$ cat src/rtl/psd_pkg.sv
`timescale 1ns/1ps
package psd_pkg;

   // Parabolic cosine sampled at the centre of table slot idx (0 .. 2^tw-1).
   // Result is scaled by 2^(2*(tw-1)) and is never zero.
   function automatic int wave_at(input int idx, input int tw);
      int half;
      int v;
      int d;
      int r;
      int mag;
      half = 1 << (tw - 1);
      v    = 2 * idx + 1;
      d    = (v < (1 << tw)) ? v : ((1 << (tw + 1)) - v);
      r    = half - d;
      mag  = (r < 0) ? -r : r;
      return r * (2 * half - mag);
   endfunction

endpackage

$ cat src/rtl/psd_integ.sv
`timescale 1ns/1ps
module psd_integ #(
   parameter int IW = 24,
   parameter int DW = 18
) (
   input  logic                 clk,
   input  logic                 rst_n,
   input  logic                 en,
   input  logic signed [DW-1:0] din,
   output logic signed [IW-1:0] acc
);
   localparam logic signed [IW:0] MAXV = (IW+1)'({1'b0, {(IW-1){1'b1}}});
   localparam logic signed [IW:0] MINV = -MAXV;

   logic signed [IW:0] nxt;

   always_comb begin
      nxt = (IW+1)'(acc) + (IW+1)'(din);
      if (nxt > MAXV)      nxt = MAXV;
      else if (nxt < MINV) nxt = MINV;
   end

   always_ff @(posedge clk or negedge rst_n) begin
      if (!rst_n)  acc <= '0;
      else if (en) acc <= nxt[IW-1:0];
   end

   if (DW >= IW) begin : g_bad_width
      $error("psd_integ: input width must be below accumulator width");
   end

   AST_INTEG_NO_WRAP_UP: assert property (@(posedge clk) disable iff (!rst_n)
      (en && din >= 0) |=> (acc >= $past(acc))) else $error("integrator wrapped upward");
   AST_INTEG_NO_WRAP_DN: assert property (@(posedge clk) disable iff (!rst_n)
      (en && din <= 0) |=> (acc <= $past(acc))) else $error("integrator wrapped downward");
endmodule

$ cat src/rtl/psd_dither.sv
`timescale 1ns/1ps
module psd_dither #(
   parameter int              NDITH = 4,
   parameter int              LW    = 24,
   parameter logic [LW-1:0]   TAPS  = 24'hE10000,
   parameter int              UB    = 9,
   parameter int              SW    = 8,
   parameter int              SF    = 6,
   parameter int              CF    = 14,
   parameter int              OW    = 21
) (
   input  logic                 clk,
   input  logic                 rst_n,
   input  logic [SW-1:0]        scale,
   output logic signed [OW-1:0] u
);
   localparam int SUMW = UB + $clog2(NDITH) + 1;
   localparam int DSH  = UB - 1 + SF - CF;

   logic [NDITH-1:0][UB-1:0] smp;
   logic signed [SUMW-1:0]   sum;
   logic signed [OW-1:0]     prod;

   for (genvar g = 0; g < NDITH; g++) begin : g_src
      localparam logic [LW-1:0] SEED = LW'((g + 1) * 40503 + 4951) | LW'(1);
      logic [LW-1:0] q;
      always_ff @(posedge clk or negedge rst_n) begin
         if (!rst_n) q <= SEED;
         else        q <= {1'b0, q[LW-1:1]} ^ (q[0] ? TAPS : '0);
      end
      assign smp[g] = q[UB-1:0];
      AST_LFSR_LIVE: assert property (@(posedge clk) disable iff (!rst_n)
         q != '0) else $error("dither generator locked at zero");
   end

   always_comb begin
      sum = '0;
      for (int i = 0; i < NDITH; i++) sum = sum + SUMW'(signed'(smp[i]));
      prod = OW'(sum) * OW'(signed'({1'b0, scale}));
      u    = prod >>> DSH;
   end

   if (DSH < 0) begin : g_bad_frac
      $error("psd_dither: dither fraction bits too few for the reference");
   end
   if (OW < SUMW + SW + 1) begin : g_bad_ow
      $error("psd_dither: output width too small");
   end
endmodule

$ cat src/rtl/psd_synth.sv
`timescale 1ns/1ps
module psd_synth #(
   parameter int PW    = 15,
   parameter int TW    = 8,
   parameter int GW    = 8,
   parameter int GF    = 8,
   parameter int IW    = 24,
   parameter int SW    = 8,
   parameter int SF    = 6,
   parameter int SMAX  = 255,
   parameter int UB    = 9,
   parameter int NDITH = 4,
   parameter int LW    = 24
) (
   input  logic                    clk,
   input  logic                    rst_n,
   input  logic [PW-1:0]           fcw,
   input  logic [GW-1:0]           ka,
   input  logic [GW-1:0]           kp,
   input  logic [2*(TW-1)+1:0]     amp_target,
   output logic                    bit_out
);
   localparam int CF  = 2 * (TW - 1);
   localparam int CWS = CF + 2;
   localparam int AW  = CF + 2;
   localparam int DW  = CF + 4;
   localparam int OW  = UB + $clog2(NDITH) + 1 + SW + 1;
   localparam int PRW = IW + GW + 1;
   localparam int KSH = GF + CF - SF + 1;
   localparam int PSH = GF + CF - PW + 3;
   localparam logic signed [PRW-1:0] QTR  = PRW'(1 << (PW - 2));
   localparam logic signed [PRW-1:0] SLIM = PRW'(SMAX);
   localparam logic [TW-1:0]         QOFS = TW'(1 << (TW - 2));

   logic [PW-1:0]           acc_q;
   logic [PW-1:0]           pos;
   logic [PW-1:0]           phi;
   logic [TW-1:0]           q_idx;
   logic [TW-1:0]           idx_d;
   logic [TW-1:0]           s_idx;
   logic                    y_q;
   logic                    v_q;
   logic signed [CWS-1:0]   c_q;
   logic signed [CWS-1:0]   c_r;
   logic signed [CWS-1:0]   s_r;
   logic signed [OW:0]      qsum;
   logic signed [OW-1:0]    u;
   logic [SW-1:0]           scale;
   logic signed [DW-1:0]    yc_r;
   logic signed [DW-1:0]    da;
   logic signed [DW-1:0]    dp;
   logic signed [IW-1:0]    ia;
   logic signed [IW-1:0]    ip;
   logic signed [PRW-1:0]   pa;
   logic signed [PRW-1:0]   pa_s;
   logic signed [PRW-1:0]   pp;
   logic signed [PRW-1:0]   pp_s;

   // quantizer path: corrected phase -> cosine -> plus dither -> sign
   assign pos   = acc_q + phi;
   assign q_idx = pos[PW-1 -: TW];
   assign s_idx = idx_d - QOFS;

   always_comb begin
      c_q  = CWS'(psd_pkg::wave_at(int'(q_idx), TW));
      c_r  = CWS'(psd_pkg::wave_at(int'(idx_d), TW));
      s_r  = CWS'(psd_pkg::wave_at(int'(s_idx), TW));
      qsum = (OW+1)'(c_q) + (OW+1)'(u);
   end

   always_ff @(posedge clk or negedge rst_n) begin
      if (!rst_n) begin
         acc_q <= '0;
         idx_d <= '0;
         y_q   <= 1'b0;
         v_q   <= 1'b0;
      end else begin
         acc_q <= acc_q + fcw;
         idx_d <= acc_q[PW-1 -: TW];
         y_q   <= (qsum >= 0);
         v_q   <= 1'b1;
      end
   end

   assign bit_out = y_q;

   // loop inputs: correlations of the registered bit with the reference
   always_comb begin
      yc_r = y_q ? DW'(c_r) : -DW'(c_r);
      da   = (yc_r <<< 1) - signed'(DW'(amp_target));
      dp   = y_q ? DW'(s_r) : -DW'(s_r);
   end

   psd_integ #(.IW(IW), .DW(DW)) u_amp_int (
      .clk(clk), .rst_n(rst_n), .en(v_q), .din(da), .acc(ia));

   psd_integ #(.IW(IW), .DW(DW)) u_phs_int (
      .clk(clk), .rst_n(rst_n), .en(v_q), .din(dp), .acc(ip));

   // gain scaling and clamps
   always_comb begin
      pa   = PRW'(signed'({1'b0, ka})) * PRW'(ia);
      pa_s = pa >>> KSH;
      if (pa_s < 0)         scale = '0;
      else if (pa_s > SLIM) scale = SW'(SMAX);
      else                  scale = pa_s[SW-1:0];

      pp   = PRW'(signed'({1'b0, kp})) * PRW'(ip);
      pp_s = pp >>> PSH;
      if (pp_s > QTR)       phi = PW'(QTR);
      else if (pp_s < -QTR) phi = PW'(-QTR);
      else                  phi = pp_s[PW-1:0];
   end

   psd_dither #(
      .NDITH(NDITH), .LW(LW), .UB(UB), .SW(SW), .SF(SF), .CF(CF), .OW(OW)
   ) u_dither (
      .clk(clk), .rst_n(rst_n), .scale(scale), .u(u));

   // elaboration checks
   if (TW < 3 || TW > PW || TW > 15) begin : g_bad_tw
      $error("psd_synth: table index width out of range");
   end
   if (PSH < 0 || KSH < 0) begin : g_bad_shift
      $error("psd_synth: gain shift negative");
   end
   if (SMAX <= 0 || SMAX >= (1 << SW)) begin : g_bad_smax
      $error("psd_synth: scale limit does not fit");
   end
   if (PRW < PW + 2 || AW != CWS) begin : g_bad_prw
      $error("psd_synth: product width too small");
   end

   AST_RESET_OUT: assert property (@(posedge clk) disable iff (!rst_n)
      !v_q |-> !bit_out) else $error("output not cleared by reset");
   AST_NO_DITHER_KA0: assert property (@(posedge clk) disable iff (!rst_n)
      (ka == '0) |-> (u == '0)) else $error("dither present with zero gain");
   AST_PLAIN_SIGN: assert property (@(posedge clk) disable iff (!rst_n)
      (scale == '0 && phi == '0) |=>
      (bit_out == ~($past(acc_q[PW-1]) ^ $past(acc_q[PW-2]))))
      else $error("undithered sample has wrong sign");
endmodule

$ cat config.mk
export PLATFORM = sky130hd
export DESIGN_NAME = psd_synth
export DESIGN_NICKNAME = d
export VERILOG_FILES = /design/src/rtl/psd_pkg.sv /design/src/rtl/psd_integ.sv /design/src/rtl/psd_dither.sv /design/src/rtl/psd_synth.sv
export SDC_FILE = /design/constraint.sdc
export NUM_CORES = 2
export LEC_CHECK = 0
export BUFFER_PORTS_ARGS = -buffer_cell sky130_fd_sc_hd__buf_2
export CORE_ASPECT_RATIO = 1.2
export CORE_MARGIN = 3
export CORE_UTILIZATION = 50
export DETAILED_ROUTE_END_ITERATION = 10
export GPL_TIMING_DRIVEN = 0
export HOLD_SLACK_MARGIN = 0.1
export PLACE_DENSITY_LB_ADDON = 0.3
export SLEW_MARGIN = 5
export SYNTH_ARGS = -nofsm -noshare
export SYNTH_HDL_FRONTEND = slang
export SYNTH_SLANG_ARGS = --single-unit
export TNS_END_PERCENT = 50
$ cat constraint.sdc
create_clock -name clk -period 18.25 [get_ports clk]
set_input_delay 0.9125 -clock clk [delete_from_list [all_inputs] [get_ports clk]]
set_output_delay 0.9125 -clock clk [all_outputs]
set_load 0.05 [all_outputs]
==> reports/metrics.csv <==
stage,metric,value,unit
status,result of the run,completed,
grt,remaining global-route overflow,0,
grt,wire length of the first global-routing pass,133000,um
timing,worst clock skew,13.8,ps
die,initial core utilization,0.510,
setup_path,number of buffer and inverter instances along the worst setup path,13,
die,vertical die dimension,297,um
layout,layout cells sized above 1,0.0483,
synthesis,largest area contributor in the netlist,sky130_fd_sc_hd__fa_1,
drt,post-detailed-routing wire length,77400,um
drt,number of vias per cell after detailed routing,5.28,
setup_path,"Max stage delay cell, worst path",sky130_fd_sc_hd__fa_1,
synthesis,share of Yosys cell area claimed by the top area cell type,0.324,
drt,count of routing violations after the opening detailed-route iteration,1071,
timing,number of failing setup endpoints in the final timing report,0,
layout,Antenna Diode Count,0,
timing,unrepaired setup endpoints after global routing,no,
die,die area,73700,um^2
die,number of cell rows,105,
drt,wire length per cell after detailed routing,16.0,um
timing,Worst slew margin,0.243,
synthesis,average instance area after synthesis,9.16,um^2
cts,worst-skew pair later-pin latency,480,ps
setup_path,critical path class,input port to flip-flop,
synthesis,cell count after synthesis,3845,
die,count of pins on the block boundary,50,
grt,Total Routing Usage GR,0.225,
cts,TritonCTS clock tree,done,
synthesis,"flops & latches, synth",169,
drt,DRC Markers,0,
cts,master cell of the clock root buffer,sky130_fd_sc_hd__clkbuf_16,
setup_path,family with the most delay on the worst path,adder cells,
setup_path,peak per-stage delay on the critical path,580,ps
synthesis,number of library cell types mapped by synthesis,94,
synthesis,Synthesized Nets,4898,
placed_design,last weighted congestion value of the routability-driven placer,0.907,
timing,share of the cycle needed by the critical path after routing,0.940,
cts,number of buffers added to fix hold violations after cts,0,
layout,Post-layout nets,4974,
drt,Antenna Nets Post-Route,0,
timing,worst path setup slack after routing,1100,ps
placed_design,IO Port Bufs,49,
setup_path,WP data required,18610,ps
cts,Sinks on Clock Net,169,
cts,number of buffers created by CTS,17,
die,total core area,69100,um^2
setup_path,Worst Path Max Fanout,10,
synthesis,Ys Warns,0,
layout,Area Overhead vs Synth,6.01,%
layout,finished layout cell area,37300,um^2
synthesis,synth top area cells,"sky130_fd_sc_hd__fa_1 32%, sky130_fd_sc_hd__ha_1 15%, sky130_fd_sc_hd__dfrtp_1 9.1%, sky130_fd_sc_hd__inv_1 8.8%, sky130_fd_sc_hd__and2_1 4.3%",
setup_path,data arrival time of the worst path,17510,ps
setup_path,launching element type of the critical path,input port,
synthesis,share of flip-flops with an asynchronous set or reset,1.00,
timing,Final min period,17150,ps
timing,"Slew Viols, Final",0,
placed_design,DPL Wire Length,65300,um
synthesis,most used flip-flop cell after synthesis,sky130_fd_sc_hd__dfrtp_1,
grt,largest net degree at the start of global routing,96,
grt,initial antenna violation count,0,
cts,"buffers from clock root to sink, at most",2,
min_path,class of the tightest hold or removal check,flip-flop to flip-flop,
timing,timing-limited maximum frequency,58.3,MHz
cts,Max H-tree Level,4,
synthesis,sequential share of the synthesized area,0.122,
placed_design,pre-CTS setup slack,-1110,ps
flow_run,number of max-cap violations,0,
timing,slew at the pin closest to its max-slew limit,1130,ps
cts,clock-pin transition on the worst setup and hold timing paths,70,ps
drt,number of vias in the routed layout,25600,
synthesis,count of flip-flops with a built-in enable after synthesis,0,
grt,via count of the first global-routing pass,27400,
setup_path,Worst path most repeated cell,sky130_fd_sc_hd__inv_1,
drt,iteration count of the initial detailed-routing pass,5,
timing,number of hold violations in the final report,0,
layout,Post-Layout Cell Count,4843,
die,die outline width,248,um
setup_path,element type at the critical path end,flip-flop,
placed_design,placed standard-cell area,36600,um^2
placed_design,"number of placed instances, taps included",4804,
synthesis,Post-Synthesis Cell Area,35200,um^2
[layer usage]
metal,GRT usage,vias up,share of wire
met1,0.288,12800,0.43
met2,0.399,443,0.51
li1,-,12200,-
met3,0.0222,100,0.035
met5,0,-,0
met4,0.0733,0,0.028
[cells in the final DEF, fill, tap and decap left out, types with 38 or more instances in the layout]
cell                       instances
sky130_fd_sc_hd__dfstp_2          41
sky130_fd_sc_hd__nand2_1         330
sky130_fd_sc_hd__inv_1           828
sky130_fd_sc_hd__a21o_1           54
sky130_fd_sc_hd__nand3_1          38
sky130_fd_sc_hd__dfrtp_1         128
sky130_fd_sc_hd__o21ai_0          86
sky130_fd_sc_hd__fa_1            569
sky130_fd_sc_hd__nand2b_1         48
sky130_fd_sc_hd__nor2_1          180
sky130_fd_sc_hd__ha_1            435
sky130_fd_sc_hd__clkbuf_1         90
sky130_fd_sc_hd__xnor2_1         156
sky130_fd_sc_hd__a21oi_1         164
sky130_fd_sc_hd__xor2_1           70
sky130_fd_sc_hd__and2_1          244
sky130_fd_sc_hd__buf_2            54
[cells by family after synthesis]
logic type      after synthesis  synth area share
flops                       169             0.122
simple gates                979             0.138
buf+inv                     931            0.0997
compound gates              517            0.0985
xor+xnor                    238            0.0619
mux                           6           0.00174
other cells                   1          0.000107
fa+ha+maj                  1004             0.478
[worst reg2reg max path, delay by kind of cell, from the launching register on]
kind / cells / cell delay (ps)
fa+ha+maj: 16 / 6590
compound gates: 21 / 3780
simple gates: 17 / 2830
buf+inv: 14 / 1570
xor+xnor: 6 / 1500
flops: 1 / 390
[Yosys cell counts, drive strengths merged, types with 4 or more instances]
| library cell | number |
|---|---|
| o22ai | 8 |
| nand2 | 330 |
| nand4b | 7 |
| a21boi | 18 |
| a211o | 8 |
| o21a | 26 |
| a211oi | 13 |
| nor3 | 24 |
| dfstp | 41 |
| and4 | 5 |
| a21o | 55 |
| nand3 | 40 |
| xor2 | 72 |
| and2 | 253 |
| a311oi | 7 |
| a31oi | 9 |
| o221ai | 16 |
| mux2i | 5 |
| nand4 | 20 |
| o41ai | 4 |
| o21bai | 31 |
| o31a | 7 |
| nand2b | 48 |
| buf | 13 |
| xnor2 | 165 |
| and3 | 9 |
| ha | 435 |
| o31ai | 15 |
| inv | 828 |
| or3 | 10 |
| nor2b | 20 |
| clkbuf | 90 |
| nor4 | 6 |
| o211ai | 10 |
| dfrtp | 128 |
| fa | 569 |
| nor2 | 180 |
| or2 | 6 |
| o21ai | 90 |
| and4b | 4 |
| or4 | 6 |
| a21oi | 167 |
[registers in the layout, summed over array words and instances, names as in the netlist]
signal	cells
u_dither.g_src.q	96
u_amp_int.acc	24
idx_d	8
acc_q	15
v_q	1
bit_out	1
u_phs_int.acc	24
[path summary, 6_finish.rpt]
check / start / endpoint / slack [ps] / cells after the start
max in group asynchronous: rst_n / acc_q[1]$_DFF_PN0_ / 16940 / 2
hold reg to reg: u_dither.g_src[0].q[20]$_DFF_PN0_ / u_dither.g_src[0].q[19]$_DFF_PN0_ / 340 / 0
hold / removal: u_dither.g_src[0].q[20]$_DFF_PN0_ / u_dither.g_src[0].q[19]$_DFF_PN0_ / 340 / 0
min in group asynchronous: rst_n / u_dither.g_src[0].q[19]$_DFF_PN0_ / 430 / 1
setup / recovery: kp[5] / bit_out$_DFF_PN0_ / 1100 / 73
setup reg to reg: u_phs_int.acc[23]$_DFFE_PN0P_ / bit_out$_DFF_PN0_ / 1460 / 74
[area by class of cell]
| type | count | area, um^2 |
|---|---|---|
| Clock inverter | 14 | 156 |
| Tap cell | 909 | 1140 |
| Clock buffer | 18 | 450 |
| Sequential cell | 169 | 4280 |
| Timing Repair Buffer | 57 | 335 |
| Multi-Input combinational cell | 2745 | 27500 |
| Inverter | 828 | 3110 |
| Buffer | 103 | 402 |
| Fill cell | 6340 | 31800 |
[repair_timing]
item	in CTS	in global routing
gates resized for setup	2	3
setup endpoints to repair	1	1
setup buffers	0	7
pin swaps	0	1
[per-stage QoR]
stage	setup TNS, ps	utilization	hold WS [ps]
after global placement	-998	0.530	333
after CTS	0	0.539	344
after global routing	0	0.540	356
final	0	0.540	344
after floorplan	0	-	331
after detailed placement	-1110	0.530	335
Power is not shown: default switching activity piles up to over one toggle a cycle in this logic, so the estimate is an artifact.
